===== config.mk =====
export PLATFORM = sky130hd
export DESIGN_NAME = chg_mode_ctrl
export DESIGN_NICKNAME = d
export VERILOG_FILES = /design/src/rtl/chg_mode_pkg.sv /design/src/rtl/chg_rise_det.sv /design/src/rtl/chg_dv_run.sv /design/src/rtl/chg_mode_fsm.sv /design/src/rtl/chg_mode_ctrl.sv
export SDC_FILE = /design/constraint.sdc
export NUM_CORES = 1
export LEC_CHECK = 0
export BUFFER_PORTS_ARGS = -buffer_cell sky130_fd_sc_hd__buf_2
export CAP_MARGIN = 10
export CORE_AREA = 2 2 39 41
export CTS_CLUSTER_DIAMETER = 50
export DETAILED_ROUTE_END_ITERATION = 12
export DIE_AREA = 0 0 41 43
export HOLD_SLACK_MARGIN = 0.12
export PLACE_DENSITY_LB_ADDON = 0.25
export RECOVER_POWER = 25
export SLEW_MARGIN = 20
export SYNTH_ARGS = -nofsm -noshare
export SYNTH_HDL_FRONTEND = slang
export SYNTH_SLANG_ARGS = --single-unit
export TNS_END_PERCENT = 50

===== constraint.sdc =====
create_clock -name clk_i -period 1.4 [get_ports clk_i]
set_input_delay 0.42 -clock clk_i [delete_from_list [all_inputs] [get_ports clk_i]]
set_output_delay 0.42 -clock clk_i [all_outputs]
set_load 0.05 [all_outputs]

===== src/rtl/chg_mode_pkg.sv =====
package chg_mode_pkg;
  typedef enum logic {
    MODE_TRICKLE = 1'b0,
    MODE_FAST    = 1'b1
  } mode_e;
endpackage


===== src/rtl/chg_rise_det.sv =====
module chg_rise_det (
  input  logic clk_i,
  input  logic rst_ni,
  input  logic lvl_i,
  output logic rise_o
);
  logic lvl_q;

  always_ff @(posedge clk_i or negedge rst_ni) begin
    if (!rst_ni) lvl_q <= 1'b0;
    else         lvl_q <= lvl_i;
  end

  assign rise_o = lvl_i & ~lvl_q;
endmodule


===== src/rtl/chg_dv_run.sv =====
module chg_dv_run #(
  parameter int unsigned DV_NEED = 2
) (
  input  logic clk_i,
  input  logic rst_ni,
  input  logic en_i,
  input  logic holdoff_i,
  input  logic smp_i,
  input  logic evt_i,
  output logic done_o
);
  localparam int unsigned CNT_W = (DV_NEED > 1) ? $clog2(DV_NEED) : 1;
  localparam logic [CNT_W-1:0] LAST = CNT_W'(DV_NEED - 1);

  logic [CNT_W-1:0] cnt_q;
  logic             live;

  assign live   = en_i & ~holdoff_i;
  assign done_o = live & smp_i & evt_i & (cnt_q == LAST);

  always_ff @(posedge clk_i or negedge rst_ni) begin
    if (!rst_ni)              cnt_q <= '0;
    else if (!live)           cnt_q <= '0;
    else if (smp_i) begin
      if (!evt_i || cnt_q == LAST) cnt_q <= '0;
      else                         cnt_q <= cnt_q + 1'b1;
    end
  end
endmodule


===== src/rtl/chg_mode_fsm.sv =====
module chg_mode_fsm
  import chg_mode_pkg::*;
(
  input  logic clk_i,
  input  logic rst_ni,
  input  logic win_ok_i,
  input  logic vcc_ok_i,
  input  logic uvlo_i,
  input  logic temp_low_i,
  input  logic temp_high_i,
  input  logic tmr_exp_i,
  input  logic dv_done_i,
  input  logic rst_req_i,
  output logic fast_o,
  output logic tmr_rst_o
);
  mode_e mode_q, mode_d;
  logic  latch_q, latch_d, allow, term_set;

  assign fast_o = (mode_q == MODE_FAST);

  // termination while fast; over-temperature in any mode
  assign term_set = temp_high_i | (fast_o & (tmr_exp_i | dv_done_i));

  always_comb begin
    latch_d = latch_q;
    if (tmr_rst_o) latch_d = 1'b0;
    if (term_set)  latch_d = 1'b1;
  end

  assign allow  = win_ok_i & vcc_ok_i & ~uvlo_i & ~temp_low_i & ~latch_d;
  assign mode_d = allow ? MODE_FAST : MODE_TRICKLE;

  always_ff @(posedge clk_i or negedge rst_ni) begin
    if (!rst_ni) begin
      mode_q    <= MODE_TRICKLE;
      latch_q   <= 1'b0;
      tmr_rst_o <= 1'b0;
    end else begin
      mode_q    <= mode_d;
      latch_q   <= latch_d;
      tmr_rst_o <= rst_req_i | uvlo_i;
    end
  end
endmodule


===== src/rtl/chg_mode_ctrl.sv =====
module chg_mode_ctrl #(
  parameter int unsigned DV_NEED = 2
) (
  input  logic clk_i,
  input  logic rst_ni,
  input  logic win_ok_i,
  input  logic dv_smp_i,
  input  logic dv_evt_i,
  input  logic holdoff_i,
  input  logic tmr_exp_i,
  input  logic temp_low_i,
  input  logic temp_high_i,
  input  logic vcc_ok_i,
  input  logic uvlo_i,
  output logic fast_o,
  output logic tmr_rst_o
);
  localparam int unsigned N_EDGE = 2;

  logic [N_EDGE-1:0] lvl, rise;
  logic              dv_done;

  assign lvl = {vcc_ok_i, win_ok_i};

  for (genvar g = 0; g < N_EDGE; g++) begin : g_edge
    chg_rise_det u_rise (
      .clk_i  (clk_i),
      .rst_ni (rst_ni),
      .lvl_i  (lvl[g]),
      .rise_o (rise[g])
    );
  end

  chg_dv_run #(.DV_NEED(DV_NEED)) u_dv (
    .clk_i     (clk_i),
    .rst_ni    (rst_ni),
    .en_i      (fast_o),
    .holdoff_i (holdoff_i),
    .smp_i     (dv_smp_i),
    .evt_i     (dv_evt_i),
    .done_o    (dv_done)
  );

  chg_mode_fsm u_fsm (
    .clk_i       (clk_i),
    .rst_ni      (rst_ni),
    .win_ok_i    (win_ok_i),
    .vcc_ok_i    (vcc_ok_i),
    .uvlo_i      (uvlo_i),
    .temp_low_i  (temp_low_i),
    .temp_high_i (temp_high_i),
    .tmr_exp_i   (tmr_exp_i),
    .dv_done_i   (dv_done),
    .rst_req_i   (|rise),
    .fast_o      (fast_o),
    .tmr_rst_o   (tmr_rst_o)
  );
endmodule


==> results of run 1 <==
-- worst min path at each step --
stage / startpoint / endpoint / slack, ns
2_1_floorplan: rst_ni / g_edge[0].u_rise.lvl_q / 0.12
3_3_place_gp: rst_ni / u_dv.cnt_q / 0.25
3_5_place_dp: rst_ni / u_fsm.tmr_rst_o / 0.25
4_1_cts: win_ok_i / g_edge[0].u_rise.lvl_q / 0.30
5_1_grt: win_ok_i / g_edge[0].u_rise.lvl_q / 0.32
6_report: win_ok_i / g_edge[0].u_rise.lvl_q / 0.32
-- final cells by class --
cell class	count	area share (%)
clock buffers	3	6.19
inverters	3	3.09
multi-input cells	11	25.8
flip-flops and latches	6	41.2
well taps	16	5.50
repair buffers	13	18.2
-- power breakdown --
part / leakage [nW] / total (mW) / internal [mW] / switching [mW]
sequential: 0.0728 / 0.184 / 0.182 / 0.00240
combinational: 0.0819 / 0.0475 / 0.0204 / 0.0271
clock: 0.0138 / 0.156 / 0.0968 / 0.0592
total: 0.168 / 0.387 / 0.299 / 0.0888
-- through the flow --
step	hold slack (ns)	cell area, µm²	power, mW	instances	utilization, %
after floorplan	0.124	255	0.208	20	-
after global placement	0.250	335	0.233	48	24.2
after detailed placement	0.249	335	0.234	48	24.2
after CTS	0.302	368	0.400	52	26.6
after global routing	0.316	364	0.415	52	26.3
final	0.324	364	0.387	52	26.3
-- repair_timing --
action | in CTS | in global routing
endpoints found under the setup margin | 0 | 0
hold buffers | 1 | 0
endpoints found under the hold margin | 6 | 0
-- synth_stat cells (all sizes together) --
library cell | n | area share (%)
mux2 | 1 | 5.9
inv | 3 | 4.4
nor3b | 1 | 4.9
o21ai | 1 | 2.0
o211ai | 1 | 4.9
nand2b | 1 | 2.5
a21oi | 2 | 5.4
nand4b | 1 | 3.4
dfrtp | 6 | 59
nand2 | 2 | 2.9
nor4 | 1 | 4.9
-- registers in the layout (all words and copies together) (netlist names) --
name and cells:
g_edge.u_rise.lvl_q 2, u_dv.cnt_q 1, u_fsm.fast_o 1, u_fsm.latch_q 1, u_fsm.tmr_rst_o 1
-- cell families (layout without fill, tap and decap cells) --
logic type,Yosys count,in the layout,synth area share (%)
AND/OR/NAND/NOR,6,6,18.6
buffers and inverters,3,19,4.41
flip-flops,6,6,58.8
AO/OA/AOI/OAI,4,4,12.3
multiplexers,1,1,5.88
-- per-layer routing --
layer | vias up | wire length (µm)
met4 | 0 | 0
met3 | 0 | 50
met1 | 80 | 249
met5 | - | 0
li1 | 101 | -
met2 | 12 | 170
==> summary by stage, run 1 <==
Critical path
The sum of buffers and inverters on the critical path is 1. On the worst path, the slowest cell contributes a delay of 0.38 ns. Walking the worst path, the cells encountered are buf_2.

Setup slack on the worst reg-to-reg path comes out at 0.38 ns. The worst register-to-register path ends at u_fsm.fast_o. The worst path arrival time is 0.90 ns.

The critical path endpoint is fast_o. The type of destination of the critical path is an output port. For the worst flop-to-flop path, the logic depth is 3. The slowest stage cell on the critical path is sky130_fd_sc_hd__dfrtp_1.

The cell family contributing the most delay on the critical path is flip-flops. The startpoint of the most critical register-to-register path is u_fsm.fast_o. The highest fanout seen on the critical path is 4. The required time of the critical path is 0.98 ns. In this run the number of cells on the critical path is 1. The critical path is of the reg -> out type. The launch point of the worst path is u_fsm.fast_o. The element type at the critical path start is a flip-flop.

Die
The floorplan step set the die width to 41 µm. The number of placement rows is 14. The core footprint is 1380 µm². The die outline area is 1760 µm². 13 I/O pins were placed. The die span in y is 43 µm.

The starting density of the core is 18.4%.

Route
The vias per cell is 3.71. The remaining number of nets flagged by the antenna check after routing is 0. For this block, the routed nets add up to 469 µm of wire. Dividing the detail-routed wire length by the instance count gives 9.02 µm.

The DRC violation count after routing is 0. The iteration count of the initial detailed-routing pass is 2. The iteration-0 DRC count of the detailed router is 6. Detailed routing inserted a total of 193 vias.

Timing
The number of slew-limit violations in the final report is 0. The tightest slew margin relative to the limit is 79.4%. The worst path uses 94.6% of the clock period.

The worst-case setup margin in the final layout is 0.0759 ns. Setup total negative slack on the finished layout was measured at 0 ns. The time the worst path needs with I/O delays and setup is 1.32 ns. Setup violations remaining at the end of the flow were counted as 0.

Setup repair after global routing left no endpoint under its margin. For the pin with the worst max-slew slack, the measured transition is 0.309 ns. Based on the critical path, the design can be clocked at up to 755 MHz.

Between clock sinks in the finished design, the worst skew comes to 0.00106 ns. The count of final hold-check violations was 0.

Clocking
The number of cells upsized or downsized after cts is 0. The total clock buffers created by CTS is 3. TritonCTS built the clock tree. Counting every sink on the clock net gives 6. Counting along the longest clock path gives a buffer depth of 2. CTS built an H-tree with a depth of 1. The clock latency reported for the late side of the worst-skew pair is 0.24 ns. The post-CTS setup buffer count is 0. Clock tree synthesis selected as its root buffer the cell sky130_fd_sc_hd__clkbuf_4. The clock transition at the registers of the reported paths is 0.04 ns.

Layout
The most common library cell in the layout ignoring fill and taps is sky130_fd_sc_hd__buf_2. The area growth from synthesis to layout is 42.6%. Across the whole layout, storage elements account for 150 µm². The ratio of cells with drive above 1 in the final layout is 47.2%.

The total of fill cells in the finished design is 149. In the layout the commonest cells are sky130_fd_sc_hd__buf_2, sky130_fd_sc_hd__dfrtp_1, sky130_fd_sc_hd__inv_1, sky130_fd_sc_hd__clkbuf_4, sky130_fd_sc_hd__clkbuf_1. The total inserted antenna cells is 0. The multi-input combinational cell area is 93.8 µm². In the final design database the tool counted 49 nets.

Logic synthesis
The number of unique standard cell types used by synthesis is 12. The number of synthesis warnings is 0. The sequential cell area fraction in the yosys report is 58.8%.

The netlist area before placement is 255 µm². The cell count after synthesis came out at 20. Synthesis inferred 6 register bits.

The average cell area after synthesis is 12.8 µm². The net count of the mapped netlist is 31.

GRT
The initial antenna violation count is 0. The total overflow left after global routing is 0. In this run the most used layer during global routing was met1.

The global-route usage over all layers is 6.50%. Global routing used 7.19% of the available met2 tracks. The wire length of the first global-routing pass is 676 µm. In the global route stage, met3 resource usage came out at 6.28%. The via count of the first global-routing pass is 181.

The pin count of the biggest net entering global routing is 7. The global-route met1 utilization is 7.69%.

Power and ir drop
The worst ir drop on vdd is 0.560 mV. The power density over the cells is 1060 nW/µm². The reported leakage power is 0.168 nW.

Place
At the end of routability-driven placement, the weighted congestion stood at 0.566. The count of input and output buffers is 12. The placement-stage worst setup slack is 0.282 ns.

Hold path
The worst min-delay path category is in -> reg. Along the worst hold path, the cell count comes to 1.

Status
The run finished with clean final reports.

Job
Across the run, the number of max-cap violations was 0.
(Power assumes the default switching activity.)
==> run 2, diff against run 1 <==
--- a/config.mk
+++ b/config.mk
@@ -12,7 +12,7 @@
 export DETAILED_ROUTE_END_ITERATION = 12
 export DIE_AREA = 0 0 41 43
 export HOLD_SLACK_MARGIN = 0.12
-export PLACE_DENSITY_LB_ADDON = 0.25
+export PLACE_DENSITY_LB_ADDON = 0.3
 export RECOVER_POWER = 25
 export SLEW_MARGIN = 20
 export SYNTH_ARGS = -nofsm -noshare
==> run 2 against run 1 <==
  * Sequential share of layout area unchanged
  * Count of clock-buffer cells in the layout stayed put
  * First-iteration DRC count decreased by 67%
  * Setup slack got worse by 0.013 ns
  * Sequential cell count unchanged
  * Utilization unchanged
  * Global-route usage down 0.21 points
  * Clock power about the same
  * Critical path depth unchanged
==> summary by stage, run 2 (same netlist as run 1, synthesis figures left out) <==
Status
Outcome: finished, final reports clean (unchanged).

Hold path
The number of instances on the worst hold path is 1 (unchanged). The endpoint with the worst hold slack is g_edge[0].u_rise.lvl_q (unchanged). The worst min-delay path category is in -> reg (unchanged). The hold path startpoint is win_ok_i (unchanged).

Layout
The ratio of cells with drive above 1 in the final layout came to 47.2% (unchanged). The total inserted antenna cells came to 0 (unchanged). The area growth from synthesis to layout is 42.6% (unchanged). The number of flip-flops under the largest register name is 2 (unchanged).

The total of fill cells in the finished design is 149 (unchanged). Most frequent cells in the layout: sky130_fd_sc_hd__buf_2, sky130_fd_sc_hd__dfrtp_1, sky130_fd_sc_hd__inv_1, sky130_fd_sc_hd__clkbuf_4, sky130_fd_sc_hd__clkbuf_1 (unchanged). The post-route cell area is 364 µm² (unchanged). The register with the most flip-flops is g_edge.u_rise.lvl_q (unchanged).

The final-stage net count is 49 (unchanged). The most common library cell in the layout ignoring fill and taps was sky130_fd_sc_hd__buf_2 (unchanged).

Clocking
The CTS root buffer is sky130_fd_sc_hd__clkbuf_4 (unchanged). The clock transition at the registers of the reported paths was 0.04 ns (about the same). The maximum buffer depth of the clock tree was 2 (unchanged).

The number of cells upsized or downsized after cts is 0 (unchanged). The CTS tree is done (unchanged). The level count of the clock H-tree was 1 (unchanged). The total clock buffers created by CTS is 3 (unchanged). The post-CTS setup buffer count was 0 (unchanged). The clock latency reported for the late side of the worst-skew pair is 0.24 ns (about the same).

The number of clock sinks seen by CTS is 6 (unchanged). The cts-stage hold buffer count is 1 (unchanged).

Job
The number of max-capacitance violations reported came to 0 (unchanged).

Timing
The time the worst path needs with I/O delays and setup came to 1.34 ns (was 1.32 ns). The tightest slew margin relative to the limit is 78.1% (was 79.4%). The count of final hold-check violations was 0 (unchanged). The maximum clock rate came to 748 MHz (was 755 MHz). The tightest hold margin is 0.322 ns (was 0.324 ns). The final clock period utilization by the worst path is 95.5% (was 94.6%). The number of endpoints failing setup at the final stage was 0 (unchanged). The transition at the pin with the smallest max-transition slack is 0.328 ns (was 0.309 ns). The setup TNS was 0 ns (unchanged). The worst clock skew is 0.00299 ns (was 0.00106 ns). Unrepaired setup endpoints after global routing: false (unchanged). The number of slew-limit violations in the final report is 0 (unchanged).

Critical path
The end of the worst register-to-register path is u_dv.cnt_q (was u_fsm.fast_o). The slowest stage cell on the critical path is sky130_fd_sc_hd__dfrtp_1 (unchanged). The internal reg-to-reg setup slack is 0.41 ns (was 0.38 ns). The cell family contributing the most delay on the critical path is flip-flops (unchanged). The stage delay of the slowest cell on the critical path is 0.39 ns (was 0.38 ns). The highest fanout seen on the critical path came to 4 (unchanged). Critical path, cell by cell: buf_2 (unchanged). The launch point of the worst path is u_fsm.fast_o (unchanged). The startpoint of the most critical register-to-register path is u_dv.cnt_q (was u_fsm.fast_o). The required time of the critical path came to 0.98 ns (about the same). The depth of the worst register-to-register path is 3 (unchanged). The sum of buffers and inverters on the critical path came to 1 (unchanged).

The element type at the critical path start is a flip-flop (unchanged). The type of the worst setup path is reg -> out (unchanged). The type of destination of the critical path is an output port (unchanged). The worst path arrival time is 0.92 ns (was 0.90 ns).

Route
The remaining number of nets flagged by the antenna check after routing is 0 (unchanged). The iteration-0 DRC count of the detailed router is 2 (was 6). The via count is 205 (was 193). The DRC violation count after routing is 0 (unchanged).

The iteration count of the initial detailed-routing pass is 2 (unchanged). The wire length per cell after detailed routing is 9.27 µm (was 9.02 µm). The vias per cell is 3.94 (was 3.71). The total wire length is 482 µm (was 469 µm).

Die
The starting density of the core is 18.4% (unchanged). The die span in y came to 43 µm (unchanged). The total I/O pin count is 13 (unchanged). The number of placement rows is 14 (unchanged). The die outline area is 1760 µm² (unchanged). The width of the chip is 41 µm (unchanged). The core footprint is 1380 µm² (unchanged).

Power and ir drop
The power density over the cells is 1070 nW/µm² (was 1060 nW/µm²). The reported leakage power is 0.168 nW (unchanged). The worst ir drop on vdd is 0.685 mV (was 0.560 mV).

GRT
The global-route usage over all layers was 6.29% (was 6.50%). The wire length of the first global-routing pass is 662 µm (was 676 µm). The pin count of the biggest net entering global routing is 7 (unchanged). The remaining global-route overflow was 0 (unchanged). The via count of the first global-routing pass is 187 (was 181).

The initial antenna violation count is 0 (unchanged).

Place
The routability congestion estimate is 0.572 (was 0.566). The instance area at placement was 335 µm² (unchanged). The wire-length estimate of the detail-placed layout is 373 µm. The count of input and output buffers is 12 (unchanged).
[run 2: cell counts in the layout (fill, tap and decap cells not counted)]
No cell type changed its count.
[run 2: layout make-up]
class,count,area (µm²),area share [%]
flip-flops and latches,6,150,41.2
well taps,16,20.0,5.50
multi-input cells,11,93.8,25.8
repair buffers,13,66.3,18.2
clock buffers,3,22.5,6.19
inverters,3,11.3,3.09
[run 2: stage by stage]
stage | worst slack [ns] | util (%) | power (mW) | cells
floorplan | 0.219 | - | 0.208 | 20
finish | 0.0633 | 26.3 | 0.388 | 52
CTS | 0.0603 | 26.6 | 0.397 | 52
global route | 0.0201 | 26.3 | 0.410 | 52
detailed placement | 0.315 | 24.2 | 0.234 | 48
global placement | 0.304 | 24.2 | 0.233 | 48
[run 2: how the worst max path moves through the flow]
stage | slack [ns] | depth (start not counted) | to
after CTS | 0.06 | 1 | fast_o
final | 0.06 | 1 | fast_o
after floorplan | 0.22 | 3 | u_fsm.fast_o
after detailed placement | 0.31 | 4 | u_fsm.fast_o
after global routing | 0.02 | 1 | fast_o
after global placement | 0.30 | 4 | u_fsm.fast_o
[run 2: power breakdown]
| group | leakage, nW | internal [mW] | switching (mW) |
|---|---|---|---|
| registers | 0.0728 | 0.182 | 0.00225 |
| logic | 0.0819 | 0.0204 | 0.0274 |
| clock network | 0.0138 | 0.0968 | 0.0595 |
[run 2: worst reg2reg max path: cells and delay by family, from the launching register on]
family | cells | cell delay (ns)
buffers and inverters | 1 | 0.10
muxes | 1 | 0.31
and+or+nand+nor | 1 | 0.15
DFF | 1 | 0.35
[run 2: metal layers]
metal	part of all wire [%]	vias to the layer above	wire [µm]	global-route usage, %
li1	-	102	-	-
met3	16	0	79	6.28
met5	0	-	0	0
met1	46	87	221	7.67
met2	38	16	181	6.56
met4	0	0	0	4.00
